--- src/rtl/rlu_pkg.sv ---
package rlu_pkg;
  typedef logic [2:0] lock_code_t;
  typedef enum logic [1:0] {PS_FIRST, PS_ARMED, PS_SKIP} parse_st_t;
  localparam logic [7:0] LOCK_OPCODE = 8'h83;
endpackage

--- src/rtl/rlu_cmd_parser.sv ---
module rlu_cmd_parser
  import rlu_pkg::*;
#(
  parameter int BYTE_W = 8,
  parameter logic [BYTE_W-1:0] OPCODE = LOCK_OPCODE
) (
  input  logic              clk,
  input  logic              cold_rst_n,
  input  logic              soft_rst_n,
  input  logic              sel,
  input  logic              byte_vld,
  input  logic [BYTE_W-1:0] byte_data,
  input  logic              wel,
  input  logic              busy,
  output logic              lock_fire
);
  parse_st_t st_q, st_d;
  logic      run_rst;
  logic      opcode_ok;

  assign run_rst   = !cold_rst_n || !soft_rst_n;
  assign opcode_ok = (byte_data == OPCODE) && wel && !busy;
  assign lock_fire = sel && byte_vld && (st_q == PS_ARMED);

  always_comb begin
    st_d = st_q;
    if (!sel) st_d = PS_FIRST;
    else if (byte_vld) begin
      unique case (st_q)
        PS_FIRST: st_d = opcode_ok ? PS_ARMED : PS_SKIP;
        default:  st_d = PS_SKIP;
      endcase
    end
  end

  always_ff @(posedge clk) begin
    if (run_rst) st_q <= PS_FIRST;
    else         st_q <= st_d;
  end


  armed_needs_permission_chk: assert property (@(posedge clk) disable iff (run_rst)
    (sel && byte_vld && st_q == PS_FIRST && st_d == PS_ARMED) |-> (wel && !busy));

  fire_only_selected_chk: assert property (@(posedge clk) disable iff (run_rst)
    lock_fire |-> $past(sel));
endmodule

--- src/rtl/rlu_code_store.sv ---
module rlu_code_store
  import rlu_pkg::*;
#(
  parameter int PROG_CYCLES = 16,
  localparam int CNT_W = (PROG_CYCLES > 2) ? $clog2(PROG_CYCLES) : 1
) (
  input  logic       clk,
  input  logic       cold_rst_n,
  input  logic       soft_rst_n,
  input  logic       lock_fire,
  input  lock_code_t new_code,
  output lock_code_t code,
  output logic       busy,
  output logic       wel_clr
);
  lock_code_t       code_q, pend_q;
  logic             busy_q, clr_q;
  logic [CNT_W-1:0] cnt_q;
  logic             prog_done;
  logic             run_rst;

  assign run_rst   = !cold_rst_n || !soft_rst_n;
  assign prog_done = busy_q && (cnt_q == '0);

  always_ff @(posedge clk) begin
    if (!cold_rst_n)   code_q <= '0;
    else if (soft_rst_n && prog_done) code_q <= pend_q;
  end

  always_ff @(posedge clk) begin
    if (run_rst) begin
      busy_q <= 1'b0;
      cnt_q  <= '0;
      pend_q <= '0;
      clr_q  <= 1'b0;
    end else begin
      clr_q <= prog_done;
      if (lock_fire && !busy_q) begin
        busy_q <= 1'b1;
        cnt_q  <= CNT_W'(PROG_CYCLES - 1);
        pend_q <= new_code;
      end else if (prog_done) begin
        busy_q <= 1'b0;
      end else if (busy_q) begin
        cnt_q <= cnt_q - 1'b1;
      end
    end
  end

  assign code    = code_q;
  assign busy    = busy_q;
  assign wel_clr = clr_q;


  busy_from_fire_chk: assert property (@(posedge clk) disable iff (run_rst)
    $rose(busy_q) |-> $past(lock_fire));

  code_moves_on_done_chk: assert property (@(posedge clk) disable iff (run_rst)
    !prog_done |=> $stable(code_q));

  clr_single_pulse_chk: assert property (@(posedge clk) disable iff (run_rst)
    clr_q |=> !clr_q);
endmodule

--- src/rtl/rlu_window_dec.sv ---
module rlu_window_dec
  import rlu_pkg::*;
#(
  parameter int ADDR_W     = 10,
  parameter int PAGE_BYTES = 16
) (
  input  lock_code_t        code,
  input  logic [ADDR_W-1:0] addr,
  output logic              locked
);
  localparam int SPAN = 1 << ADDR_W;
  localparam logic [ADDR_W:0] B_PAGE = (ADDR_W+1)'(PAGE_BYTES);
  localparam logic [ADDR_W:0] B_QTR  = (ADDR_W+1)'(SPAN / 4);
  localparam logic [ADDR_W:0] B_HALF = (ADDR_W+1)'(SPAN / 2);
  localparam logic [ADDR_W:0] B_3QTR = (ADDR_W+1)'((SPAN / 4) * 3);
  localparam logic [ADDR_W:0] B_LAST = (ADDR_W+1)'(SPAN - PAGE_BYTES);

  function automatic logic in_window(lock_code_t c, logic [ADDR_W-1:0] a);
    logic [ADDR_W:0] w;
    w = {1'b0, a};
    unique case (c)
      3'd0:    return 1'b0;
      3'd1:    return w < B_PAGE;
      3'd2:    return w < B_QTR;
      3'd3:    return w < B_HALF;
      3'd4:    return w >= B_LAST;
      3'd5:    return w >= B_3QTR;
      3'd6:    return w >= B_HALF;
      default: return w < B_PAGE;
    endcase
  endfunction

  assign locked = in_window(code, addr);
endmodule

--- src/rtl/region_lock_unit.sv ---
module region_lock_unit
  import rlu_pkg::*;
#(
  parameter int ADDR_W      = 10,
  parameter int PAGE_BYTES  = 16,
  parameter int BYTE_W      = 8,
  parameter int PROG_CYCLES = 16
) (
  input  logic              clk,
  input  logic              cold_rst_n,
  input  logic              soft_rst_n,
  input  logic              sel,
  input  logic              byte_vld,
  input  logic [BYTE_W-1:0] byte_data,
  input  logic              wel,
  input  logic              wq_vld,
  input  logic [ADDR_W-1:0] wq_addr,
  output logic              rsp_vld,
  output logic              rsp_ok,
  output logic [BYTE_W-1:0] status,
  output logic              busy,
  output logic              wel_clr
);
  localparam int CODE_W = $bits(lock_code_t);

  logic       lock_fire;
  logic       busy_w;
  logic       locked_w;
  lock_code_t code_w;
  logic       rsp_vld_q, rsp_ok_q;
  logic       run_rst;

  assign run_rst = !cold_rst_n || !soft_rst_n;

  rlu_cmd_parser #(.BYTE_W(BYTE_W)) u_parser (
    .clk(clk), .cold_rst_n(cold_rst_n), .soft_rst_n(soft_rst_n),
    .sel(sel), .byte_vld(byte_vld), .byte_data(byte_data),
    .wel(wel), .busy(busy_w), .lock_fire(lock_fire)
  );

  rlu_code_store #(.PROG_CYCLES(PROG_CYCLES)) u_store (
    .clk(clk), .cold_rst_n(cold_rst_n), .soft_rst_n(soft_rst_n),
    .lock_fire(lock_fire), .new_code(byte_data[CODE_W-1:0]),
    .code(code_w), .busy(busy_w), .wel_clr(wel_clr)
  );

  rlu_window_dec #(.ADDR_W(ADDR_W), .PAGE_BYTES(PAGE_BYTES)) u_dec (
    .code(code_w), .addr(wq_addr), .locked(locked_w)
  );

  always_ff @(posedge clk) begin
    if (run_rst) begin
      rsp_vld_q <= 1'b0;
      rsp_ok_q  <= 1'b0;
    end else begin
      rsp_vld_q <= wq_vld;
      rsp_ok_q  <= wq_vld && !locked_w;
    end
  end

  assign rsp_vld = rsp_vld_q;
  assign rsp_ok  = rsp_ok_q;
  assign busy    = busy_w;
  assign status  = {{(BYTE_W-CODE_W){1'b0}}, code_w};


  rsp_follows_query_chk: assert property (@(posedge clk) disable iff (run_rst)
    wq_vld |=> rsp_vld);

  open_code_never_refuses_chk: assert property (@(posedge clk) disable iff (run_rst)
    (wq_vld && code_w == '0) |=> rsp_ok);
endmodule

--- config.mk ---
export PLATFORM = sky130hd
export DESIGN_NAME = region_lock_unit
export DESIGN_NICKNAME = d
export VERILOG_FILES = /design/src/rtl/rlu_pkg.sv /design/src/rtl/rlu_cmd_parser.sv /design/src/rtl/rlu_code_store.sv /design/src/rtl/rlu_window_dec.sv /design/src/rtl/region_lock_unit.sv
export SDC_FILE = /design/constraint.sdc
export NUM_CORES = 1
export LEC_CHECK = 0
export ABC_AREA = 0
export BUFFER_PORTS_ARGS = -buffer_cell sky130_fd_sc_hd__buf_2
export CAP_MARGIN = 30
export CORE_ASPECT_RATIO = 1.1
export CORE_UTILIZATION = 31
export DETAILED_ROUTE_END_ITERATION = 7
export PLACE_DENSITY = 0.55
export SLEW_MARGIN = 20
export SYNTH_ARGS = -nofsm -noshare
export SYNTH_HDL_FRONTEND = slang
export SYNTH_HIERARCHICAL = 1
export SYNTH_SLANG_ARGS = --single-unit
--- constraint.sdc ---
create_clock -name clk -period 2.21 [get_ports clk]
set_input_delay 0.3315 -clock clk [delete_from_list [all_inputs] [get_ports clk]]
set_output_delay 0.3315 -clock clk [all_outputs]
set_load 0.005 [all_outputs]
==> out/metrics.cfg, run 1 <==
[run_status]
outcome = finished clean

[clock_tree]
cts.clk_slew.worst_paths_ns = 0.09
cts.hold.buffers_added = 0
clkLatencyLatePin_ns = 0.28
cts_inserted_buffers = 3
cts.repair.resized = 0
cts_root_buffer = sky130_fd_sc_hd__clkbuf_4
buffers_inserted_during_post_cts_setup_optimization = 0
clock_path_buffers = 2
clock_sink_count = 16
tritoncts_clock_tree = built
cts-htree-levels = 1

[synth]
ys_ff_latch = 16
ys.flop_type = sky130_fd_sc_hd__dfxtp_1
post_synth_top_area_share_pct = 38.3
yosysTopAreaCell = sky130_fd_sc_hd__dfxtp_1
syn-cell-area_um2 = 837
synth.distinct_cells = 40
number_of_flops_mapped_to_enable_cells_by_yosys = 0
synth.avg_cell_area_um2 = 8.90
synth-warning-count = 6
netlist_instances = 94
portion_of_the_post_synthesis_area_used_by_sequential_elements_pct = 38.3
synth_area_leaders = sky130_fd_sc_hd__dfxtp_1, sky130_fd_sc_hd__nand2_1, sky130_fd_sc_hd__a21oi_1, sky130_fd_sc_hd__buf_4, sky130_fd_sc_hd__mux2i_1
synth_async_sr_flop_share_pct = 0

[setup_path]
timing.critical_path.arrival_ns = 1.73
path_max_fanout = 5
max_stage_delay_cell_worst_path = sky130_fd_sc_hd__or3b_4
timing.critical_path.slowest_cell_delay_ns = 0.43
critPathTopFamily = simple AND/OR/NAND/NOR gates
startpoint_type = register
critical_path_cell_sequence = inv_1 > ha_1 > or3b_4 > and3_4 > a311oi_2
setup.worst_path.end_class = register
worst_path_bufs_invs = 1
path_class = reg2reg
cp_data_required_time_ns = 2.41

[layout]
layout_cell_share_with_drive_strength_beyond_1_pct = 33.1
num_antenna_cells = 0
multi_input_area_um2 = 474
layout_commonest_cell = sky130_fd_sc_hd__buf_2
areaGrowthSynthToFinish_pct = 19.7
register_area_um2 = 320
finish.net_count = 150
nFillCells = 285
final_util_pct = 39.8
final_cell_mix = sky130_fd_sc_hd__buf_2, sky130_fd_sc_hd__nand2_1, sky130_fd_sc_hd__dfxtp_1

[drt]
routed_wl_per_cell_um = 10.8
routed_wirelength_um = 1640
ant_nets = 0
vias_per_cell = 4.80
drc = 0
total_vias_in_the_final_route = 730
dr.pass1.iters = 3
drt_iter0_markers = 5

[floorplanning]
placement_rows = 19
core-area_um2 = 2520
die_x_um = 51.5
top_level_ports = 37
die-height_um = 56.5
design.die.area_um2 = 2910
effective_utilization_at_floorplan_pct = 33.2

[global_route]
grt_pass1_vias = 731
grt_first_pass_wirelength_um = 2950
sum_of_overflow_across_all_layers_after_global_routing = 0
track_usage_pct = 13.7
grt_start_max_net_pins = 12
antenna_found_initial = 0

[timing]
final.setup_skew_ns = 0.00344
setup_total_negative_slack_ns = 0
timing_hold_violations_final = 0
max_freq_ghz = 0.655
grt_setup_unrepaired = no
report.final.setup_viol = 0
fin_crit_ns = 1.53
final_min_period_over_clock_period_pct = 69.1
finalMaxSlewViolations = 0

[pwr]
pwr-share-seq_pct = 60.8
comb_power_share_pct = 8.4
vdd.ir_drop.worst_uv = 262
internal_power_mw = 0.373
netSwitchingFraction_pct = 21.8
power_total_mw = 0.478
clock_power_share_pct = 30.8
power.switching_mw = 0.104
power_density_nw_per_um2 = 477
static-leakage-power_nw = 0.396

[placement]
buffer_ports.inserted = 27
routabilityCongestion = 0.775
hpwlAfterDp_um = 1360

[job]
maxCapViolations = 0

[min_path]
hp-class = in2reg

## metrics by stage
stage                     hold slack [ns]  setup slack, ns  std cells  area [um^2]
after detailed placement            0.450            0.689        149          980
after global routing                0.291            0.612        152         1000
after CTS                           0.287            0.666        152         1000
final                               0.296            0.682        152         1000
after floorplan                     0.437            0.787         98          852
after global placement              0.444            0.714        149          980
## worst paths after layout
path | start | endpoint | slack (ns) | cells past startpoint
worst max register to register | u_store/cnt_q[0] | u_store/cnt_q[1] | 0.68 | 5
worst min-delay path | byte_data[0] | u_store/pend_q[0] | 0.30 | 3
worst max-delay path | u_store/cnt_q[0] | u_store/cnt_q[1] | 0.68 | 5
worst min register to register | u_store/pend_q[0] | u_store/pend_q[0] | 0.46 | 2
## metal layers
metal / share of wire, % / GRT usage [%] / wire length (um)
met1: 42 / 14.1 / 680
met5: 0 / 0 / 0
met3: 4.5 / 3.25 / 73
met2: 51 / 23.7 / 840
met4: 2.6 / 9.27 / 42
## layout make-up
class / instances / share of cell area [%]
timing repair buffer: 27 / 13.5
tap: 31 / 3.87
multi-input combinational: 72 / 47.3
clock buffer: 3 / 2.25
sequential: 16 / 32.0
inverter: 3 / 1.12
## worst min-delay path, cell delays in order
cell and delay (ns):
sky130_fd_sc_hd__buf_2 0.11, sky130_fd_sc_hd__nand2_1 0.05, sky130_fd_sc_hd__a21oi_1 0.05
## synthesized netlist by cell type, drive strengths merged, types with 2 or more instances
master and number:
a21oi 8, and2 2, and3 2, and4b 2, buf 6, dfxtp 16
ha 2, inv 3, mux2i 3, nand2 18, nand2b 2, nand4 2
nor2 3, nor2b 2, nor3 3, nor4b 2, or2b 2
## kinds of logic after synthesis
group | after synthesis | synth area share [%]
buffers and inverters | 10 | 6.88
muxes | 3 | 3.59
other | 1 | 0.448
AOI/OAI and AO/OA | 17 | 14.4
adders and majority gates | 2 | 2.99
and+or+nand+nor | 45 | 33.5
DFF | 16 | 38.3
## power groups by stage
stage	combinational [mW]	clock, mW	sequential, mW
2_1_floorplan	0.0207	0	0.298
3_3_place_gp	0.0394	0	0.297
3_5_place_dp	0.0404	0	0.298
4_1_cts	0.0406	0.155	0.291
5_1_grt	0.0449	0.166	0.291
6_report	0.0400	0.147	0.291
## flip-flops by register name, indices dropped and copies added, names as in the netlist
| name | count |
|---|---|
| rsp_ok | 1 |
| rsp_vld | 1 |
| u_parser/st_q | 2 |
| u_store/busy | 1 |
| u_store/cnt_q | 4 |
| u_store/code | 3 |
| u_store/pend_q | 3 |
| u_store/wel_clr | 1 |
(Power assumes the default switching activity.)
==> inputs of run 2 (changes only) <==
--- a/config.mk
+++ b/config.mk
@@ -5,13 +5,13 @@
 export SDC_FILE = /design/constraint.sdc
 export NUM_CORES = 1
 export LEC_CHECK = 0
-export ABC_AREA = 0
+export ABC_AREA = 1
 export BUFFER_PORTS_ARGS = -buffer_cell sky130_fd_sc_hd__buf_2
 export CAP_MARGIN = 30
 export CORE_ASPECT_RATIO = 1.1
 export CORE_UTILIZATION = 31
 export DETAILED_ROUTE_END_ITERATION = 7
-export PLACE_DENSITY = 0.55
+export PLACE_DENSITY = 0.57
 export SLEW_MARGIN = 20
 export SYNTH_ARGS = -nofsm -noshare
 export SYNTH_HDL_FRONTEND = slang
==> constraint.sdc (replaced) <==
create_clock -name clk -period 1.25 [get_ports clk]
set_input_delay 0.1875 -clock clk [delete_from_list [all_inputs] [get_ports clk]]
set_output_delay 0.1875 -clock clk [all_outputs]
set_load 0.005 [all_outputs]
==> run 2 against run 1 <==
Net effect: sequential share of layout area decreased by 3.8 points; non-clock buffer count grew 4; total power rose by 80%; routed wire length rose by 9.1%; die area is 8.2% higher; largest power group unchanged; highest routed layer unchanged.
==> out/metrics.cfg, run 2 <==
[floorplanning]
effective_utilization_at_floorplan_pct = 32.7  ; -0.51 points
design.die.area_um2 = 3150  ; +8.2%
die_x_um = 53.6  ; +4.0%
core-area_um2 = 2780  ; +10%
top_level_ports = 37  ; unchanged
placement_rows = 20  ; +1
die-height_um = 58.8  ; +4.0%

[synth]
number_of_flops_mapped_to_enable_cells_by_yosys = 0  ; unchanged
synth-warning-count = 6  ; unchanged
yosysTopAreaCell = sky130_fd_sc_hd__dfxtp_1
synth-compound-area-share_pct = 7.85  ; -6.5 points
synth.avg_cell_area_um2 = 6.54  ; -27%
ys.flop_type = sky130_fd_sc_hd__dfxtp_1
cell_with_the_most_instances_after_synthesis = sky130_fd_sc_hd__nand2_1
synth_area_leaders = sky130_fd_sc_hd__dfxtp_1, sky130_fd_sc_hd__nand2_1, sky130_fd_sc_hd__inv_1, sky130_fd_sc_hd__nor2_1, sky130_fd_sc_hd__a21oi_1
synthTopCellsByCount = sky130_fd_sc_hd__nand2_1, sky130_fd_sc_hd__inv_1, sky130_fd_sc_hd__nor2_1
yosys.area_share.adder_pct = 2.75  ; -0.23 points
yosys.area_share.simple_pct = 39.7  ; +6.2 points
parity_gate_share_of_the_synthesized_area_counting_xor_and_xnor_cells_pct = 0  ; unchanged
post_synth_top_area_share_pct = 35.3  ; -3.0 points
combinational_family_with_the_most_area_after_synthesis = simple AND/OR/NAND/NOR gates
syn-cell-area_um2 = 908  ; +8.5%
synth.mux.area_fraction_pct = 0  ; -3.6 points
netlist_instances = 139  ; +48%
synth.distinct_cells = 23  ; -43%
portion_of_the_post_synthesis_area_used_by_sequential_elements_pct = 35.3  ; -3.0 points
ys_ff_latch = 16  ; unchanged
synth_async_sr_flop_share_pct = 0  ; unchanged

[clock_tree]
cts.clk_slew.worst_paths_ns = 0.09  ; about the same
cts_inserted_buffers = 3  ; unchanged
tritoncts_clock_tree = built
clock_path_buffers = 2  ; unchanged
cts-htree-levels = 1  ; unchanged
clkLatencyLatePin_ns = 0.28  ; about the same
cts.hold.buffers_added = 0  ; unchanged
clock_sink_count = 16  ; unchanged
cts_root_buffer = sky130_fd_sc_hd__clkbuf_4

[setup_path]
path_class = reg2reg
cp_data_required_time_ns = 1.46  ; -0.95 ns
setup.worst_path.end = u_store/code[2]
regToRegStartpoint = u_store/cnt_q[1]
startpoint_type = register
timing.critical_path.arrival_ns = 1.37  ; -0.36 ns
path_max_fanout = 6  ; +1
critPathTopFamily = simple AND/OR/NAND/NOR gates
critical_path_cell_sequence = inv_2 > ha_4 > inv_2 > nor2_2 > nand4_4 > nand2_1 > nand2_1 > nor2_1
critical_path_depth = 8  ; +3
worst_path_bufs_invs = 2  ; +1
setup.worst_path.end_class = register
worstRegToRegCells = 8  ; +3
setup.worst_path.start = u_store/cnt_q[1]
critical_path.reg2reg.endpoint = u_store/code[2]
max_stage_delay_cell_worst_path = sky130_fd_sc_hd__dfxtp_2
r2r_slack_ns = 0.09  ; -0.60 ns
timing.critical_path.slowest_cell_delay_ns = 0.34  ; -0.09 ns

[layout]
layout_commonest_cell = sky130_fd_sc_hd__nand2_1
areaGrowthSynthToFinish_pct = 26.9
final_cell_mix = sky130_fd_sc_hd__nand2_1, sky130_fd_sc_hd__buf_2, sky130_fd_sc_hd__inv_1
registers.top_by_ff_count = u_store/cnt_q
largest_reg_flops = 4  ; unchanged
multi_input_area_um2 = 509  ; +7.4%
final_util_pct = 41.5  ; +1.7 points
layout_cell_share_with_drive_strength_beyond_1_pct = 33.7  ; +0.66 points
nFillCells = 303  ; +6.3%
register_area_um2 = 324  ; +1.2%
final-instance-count-excl-fill = 205  ; +35%
num_antenna_cells = 0  ; unchanged
finish.net_count = 201  ; +34%

[min_path]
timing.hold.worst.start = byte_vld
hp-class = in2reg

[pwr]
power_density_nw_per_um2 = 748  ; +57%
internal_power_mw = 0.666  ; +78%
comb_power_share_pct = 10.3  ; +1.9 points
static-leakage-power_nw = 0.593  ; +50%
power.switching_mw = 0.196  ; +88%
pwr-share-seq_pct = 59.9  ; -0.9 points
power_total_mw = 0.862  ; +80%
clock_power_share_pct = 29.8  ; -1.0 points
vdd.ir_drop.worst_uv = 570  ; +120%
netSwitchingFraction_pct = 22.8  ; +0.90 points

[drt]
vias_per_cell = 4.39  ; -8.6%
dr.pass1.iters = 4  ; +1
routed_wl_per_cell_um = 8.71  ; -19%
ant_nets = 0  ; unchanged
routed_wirelength_um = 1790  ; +9.1%
drt_iter0_markers = 12  ; +7
total_vias_in_the_final_route = 900  ; +23%
drc = 0  ; unchanged

[job]
maxCapViolations = 0  ; unchanged

[global_route]
grt_first_pass_wirelength_um = 2940  ; -0.47%
grt_start_max_net_pins = 11  ; -1
sum_of_overflow_across_all_layers_after_global_routing = 0  ; unchanged
antenna_found_initial = 0  ; unchanged
track_usage_pct = 12.7  ; -1.0 points
grt_pass1_vias = 782  ; +7.0%

[timing]
final_min_period_over_clock_period_pct = 93.0  ; +24 points
finalMaxSlewViolations = 0  ; unchanged
report.final.setup_viol = 0  ; unchanged
timing_hold_violations_final = 0  ; unchanged
fin_crit_ns = 1.16  ; -0.365 ns
max_freq_ghz = 0.860  ; +31%
final.setup_skew_ns = 0.00529  ; +0.00184 ns

[placement]
hpwlAfterDp_um = 1430  ; +5.0%
routabilityCongestion = 0.787  ; +1.5%
buffer_ports.inserted = 27  ; unchanged
dp_cells = 200  ; +34%

[run_status]
outcome = finished clean

run 2: cell count changes in the layout (fill, tap and decap cells not counted), moves of 7 or more:
| cell | previous run | this run |
|---|---|---|
| sky130_fd_sc_hd__inv_1 | 3 | 17 |
| sky130_fd_sc_hd__nand2_1 | 18 | 40 |
| sky130_fd_sc_hd__inv_2 | 0 | 7 |
| sky130_fd_sc_hd__nor2_1 | 2 | 16 |
run 2: layer usage:
| metal | track usage (%) | vias up | wire length [um] |
|---|---|---|---|
| met4 | 5.64 | 0 | 12 |
| met5 | 0 | - | 0 |
| li1 | - | 487 | - |
| met2 | 21.6 | 34 | 842 |
| met3 | 2.33 | 2 | 125 |
| met1 | 15.1 | 377 | 804 |
run 2: power groups by stage:
| stage | clock network [mW] | registers (mW) | logic [mW] |
|---|---|---|---|
| 2_1_floorplan | 0 | 0.529 | 0.0499 |
| 3_3_place_gp | 0 | 0.528 | 0.0857 |
| 3_5_place_dp | 0 | 0.528 | 0.0886 |
| 4_1_cts | 0.272 | 0.516 | 0.0886 |
| 5_1_grt | 0.295 | 0.517 | 0.104 |
| 6_report | 0.257 | 0.516 | 0.0891 |
run 2: worst reg2reg max path, cell delays in order (launching register included):
cell,delay (ns)
sky130_fd_sc_hd__dfxtp_2,0.34
sky130_fd_sc_hd__inv_2,0.07
sky130_fd_sc_hd__ha_4,0.15
sky130_fd_sc_hd__inv_2,0.03
sky130_fd_sc_hd__nor2_2,0.14
sky130_fd_sc_hd__nand4_4,0.14
sky130_fd_sc_hd__nand2_1,0.09
sky130_fd_sc_hd__nand2_1,0.05
sky130_fd_sc_hd__nor2_1,0.09
run 2: final cells by class:
type | instances | area share, %
sequential | 16 | 28.1
clock buffer | 3 | 1.95
multi-input combinational | 98 | 44.2
inverter | 24 | 7.82
tap | 33 | 3.58
timing repair buffer | 31 | 14.3
run 2: through the flow:
stage	setup TNS (ns)	setup slack (ns)	hold slack [ns]	cell area, um^2
after global routing	-0.0114	-0.0114	0.110	1150
after detailed placement	0	0.0607	0.417	1080
after global placement	0	0.0820	0.408	1080
after floorplan	0	0.132	0.280	923
final	0	0.0873	0.128	1150
after CTS	0	0.0286	0.116	1100
run 2: timing repair:
item | in CTS | in global routing
gates resized for setup | 0 | 13
endpoints found under the setup margin | 0 | 7
setup buffers | 0 | 2
run 2: worst min path at each step:
stage	end	slack [ns]	cells past startpoint
2_1_floorplan	u_parser/st_q[0]	0.28	1
3_3_place_gp	u_parser/st_q[0]	0.41	2
3_5_place_dp	rsp_vld	0.42	3
4_1_cts	u_parser/st_q[0]	0.12	2
5_1_grt	rsp_vld	0.11	3
6_report	u_parser/st_q[0]	0.13	2
run 2: logic make-up (layout without fill, tap and decap cells):
kind of cell	count (synthesis)	in the layout
other	1	5
AO/OA/AOI/OAI	13	13
adder cells (fa/ha/maj)	2	2
AND/OR/NAND/NOR	78	78
flip-flops	16	16
buffers and inverters	29	58
==> inputs of run 3 (changes only) <==
--- a/config.mk
+++ b/config.mk
@@ -11,7 +11,7 @@
 export CORE_ASPECT_RATIO = 1.1
 export CORE_UTILIZATION = 31
 export DETAILED_ROUTE_END_ITERATION = 7
-export PLACE_DENSITY = 0.57
+export PLACE_DENSITY = 0.54
 export SLEW_MARGIN = 20
 export SYNTH_ARGS = -nofsm -noshare
 export SYNTH_HDL_FRONTEND = slang
==> constraint.sdc (replaced) <==
create_clock -name clk -period 1.2 [get_ports clk]
set_input_delay 0.18 -clock clk [delete_from_list [all_inputs] [get_ports clk]]
set_output_delay 0.18 -clock clk [all_outputs]
set_load 0.005 [all_outputs]
==> run 3 against run 2 <==
Net effect: register-to-register slack lost 0.02 ns; final area increased by 2.4%; die area is the same; largest power group unchanged; clock power increased by 40%; highest routed layer unchanged; critical endpoint unchanged; critical path type unchanged; setup slack worse by 0.022 ns; clock skew decreased by 0.0041 ns.
==> out/metrics.cfg, run 3 (same netlist as run 2, synthesis figures left out) <==
[setup_path]
startpoint_type = register
max_stage_delay_cell_worst_path = sky130_fd_sc_hd__dfxtp_2
path_class = reg2reg
setup.worst_path.end_class = register
path_max_fanout = 6  ; unchanged
cp_data_required_time_ns = 1.39  ; -0.07 ns
cp_common_cell = sky130_fd_sc_hd__nor2_1
timing.critical_path.slowest_cell_delay_ns = 0.33  ; about the same
timing.critical_path.arrival_ns = 1.32  ; -0.05 ns
critical_path_cell_sequence = inv_2 > ha_4 > inv_1 > nor2_4 > nand4_4 > nor2_1 > nor2_1

[drt]
total_vias_in_the_final_route = 898  ; -0.22%
routed_wirelength_um = 1890  ; +5.6%
dr.pass1.iters = 4  ; unchanged
vias_per_cell = 4.38  ; -0.22%
routed_wl_per_cell_um = 9.20  ; +5.6%
drc = 0  ; unchanged
drt_iter0_markers = 12  ; unchanged
ant_nets = 0  ; unchanged

[clock_tree]
cts-htree-levels = 1  ; unchanged
clock_sink_count = 16  ; unchanged
cts_root_buffer = sky130_fd_sc_hd__clkbuf_4
cts.repair.resized = 0  ; unchanged
cts_inserted_buffers = 3  ; unchanged
cts.hold.buffers_added = 0  ; unchanged
cts.clk_slew.worst_paths_ns = 0.10  ; about the same
tritoncts_clock_tree = built
clock_path_buffers = 2  ; unchanged
buffers_inserted_during_post_cts_setup_optimization = 0  ; unchanged
clkLatencyLatePin_ns = 0.28  ; about the same

[floorplanning]
placement_rows = 20  ; unchanged
die-height_um = 58.8  ; unchanged
effective_utilization_at_floorplan_pct = 32.7  ; unchanged
die_x_um = 53.6  ; unchanged
top_level_ports = 37  ; unchanged
design.die.area_um2 = 3150  ; unchanged
core-area_um2 = 2780  ; unchanged

[timing]
setup_total_negative_slack_ns = 0  ; unchanged
post-route-worst-setup-slack_ns = 0.0655  ; -0.0218 ns
finalMaxSlewViolations = 0  ; unchanged
fin_crit_ns = 1.13  ; -0.0282 ns
final_min_period_over_clock_period_pct = 94.5  ; +1.5 points
final.setup_skew_ns = 0.00120  ; -0.00408 ns
worst_hold_slack_ns = 0.104  ; -0.0235 ns
grt_setup_unrepaired = yes
report.final.setup_viol = 0  ; unchanged
timing_hold_violations_final = 0  ; unchanged
max_freq_ghz = 0.881  ; +2.5%

[layout]
largest_reg_flops = 4  ; unchanged
final-instance-count-excl-fill = 205  ; unchanged
finish.net_count = 200  ; -0.50%
registers.top_by_ff_count = u_store/cnt_q
layout_commonest_cell = sky130_fd_sc_hd__nand2_1
nFillCells = 288  ; -5.0%
layout_cell_share_with_drive_strength_beyond_1_pct = 36.0  ; +2.3 points
finalInstanceArea_um2 = 1180  ; +2.4%
num_antenna_cells = 0  ; unchanged
final_cell_mix = sky130_fd_sc_hd__nand2_1, sky130_fd_sc_hd__buf_2, sky130_fd_sc_hd__inv_1
areaGrowthSynthToFinish_pct = 29.9

[global_route]
grt_pass1_vias = 805  ; +2.9%
antenna_found_initial = 0  ; unchanged
top_usage_layer = met2
global_route.usage.met1_pct = 16.0  ; +0.88 points
use_met2_pct = 22.1  ; +0.54 points
sum_of_overflow_across_all_layers_after_global_routing = 0  ; unchanged
grtUsageMet3_pct = 1.81  ; -0.52 points
grt_start_max_net_pins = 11  ; unchanged
track_usage_pct = 12.8  ; +0.19 points
grt_first_pass_wirelength_um = 3060  ; +4.0%

[run_status]
outcome = finished clean

[pwr]
power_density_nw_per_um2 = 842  ; +13%
vdd.ir_drop.worst_uv = 504  ; -12%
static-leakage-power_nw = 0.605  ; +2.1%

[placement]
hpwlAfterDp_um = 1400  ; -2.3%
post_dp_cell_area_um2 = 1080  ; +0.70%
placement.setup.worst_slack_ns = 0.0147  ; -0.0459 ns
dp_cells = 201  ; +0.50%
buffer_ports.inserted = 27  ; unchanged
routabilityCongestion = 0.755  ; -4.1%

[job]
maxCapViolations = 0  ; unchanged

[min_path]
hp-class = in2reg

[run 3: final timing paths]
kind                                        start                end  slack (ns)  cells past startpoint
worst max-delay path             u_store/cnt_q[1]    u_store/code[2]        0.07                      7
worst min-delay path                     byte_vld   u_parser/st_q[0]        0.10                      2
worst min register to register  u_store/pend_q[2]  u_store/pend_q[2]        0.48                      2
worst max register to register   u_store/cnt_q[1]    u_store/code[2]        0.07                      7
[run 3: cell type report]
cell class / count / area (um^2) / share of cell area, %
multi-input combinational: 98 / 529 / 44.9
clock buffer: 4 / 36.3 / 3.08
tap: 33 / 41.3 / 3.50
inverter: 24 / 90.1 / 7.64
sequential: 16 / 325 / 27.6
timing repair buffer: 30 / 158 / 13.4
[run 3: worst max-delay path: cells and delay by family, from the launching register on]
| kind | cells | cell delay, ns |
|---|---|---|
| buf+inv | 2 | 0.13 |
| simple gates | 4 | 0.43 |
| flops | 1 | 0.33 |
| fa+ha+maj | 1 | 0.14 |
[run 3: report_power, final]
part	leakage [nW]	internal [mW]	switching (mW)
logic	0.453	0.0421	0.0522
registers	0.131	0.536	0.00256
clock network	0.0210	0.185	0.177
total	0.605	0.762	0.231
[run 3: per-layer routing]
layer  vias up  routed length, um
li1        485                  -
met1       378                890
met2        33                868
met3         2                112
met4         0                 14
met5         -                  0
[run 3: stage by stage]
| step | power, mW | utilization (%) |
|---|---|---|
| after floorplan | 0.603 | - |
| after global placement | 0.640 | 39.1 |
| after detailed placement | 0.642 | 39.1 |
| after CTS | 1.00 | 40.4 |
| after global routing | 1.04 | 42.5 |
| final | 0.994 | 42.5 |
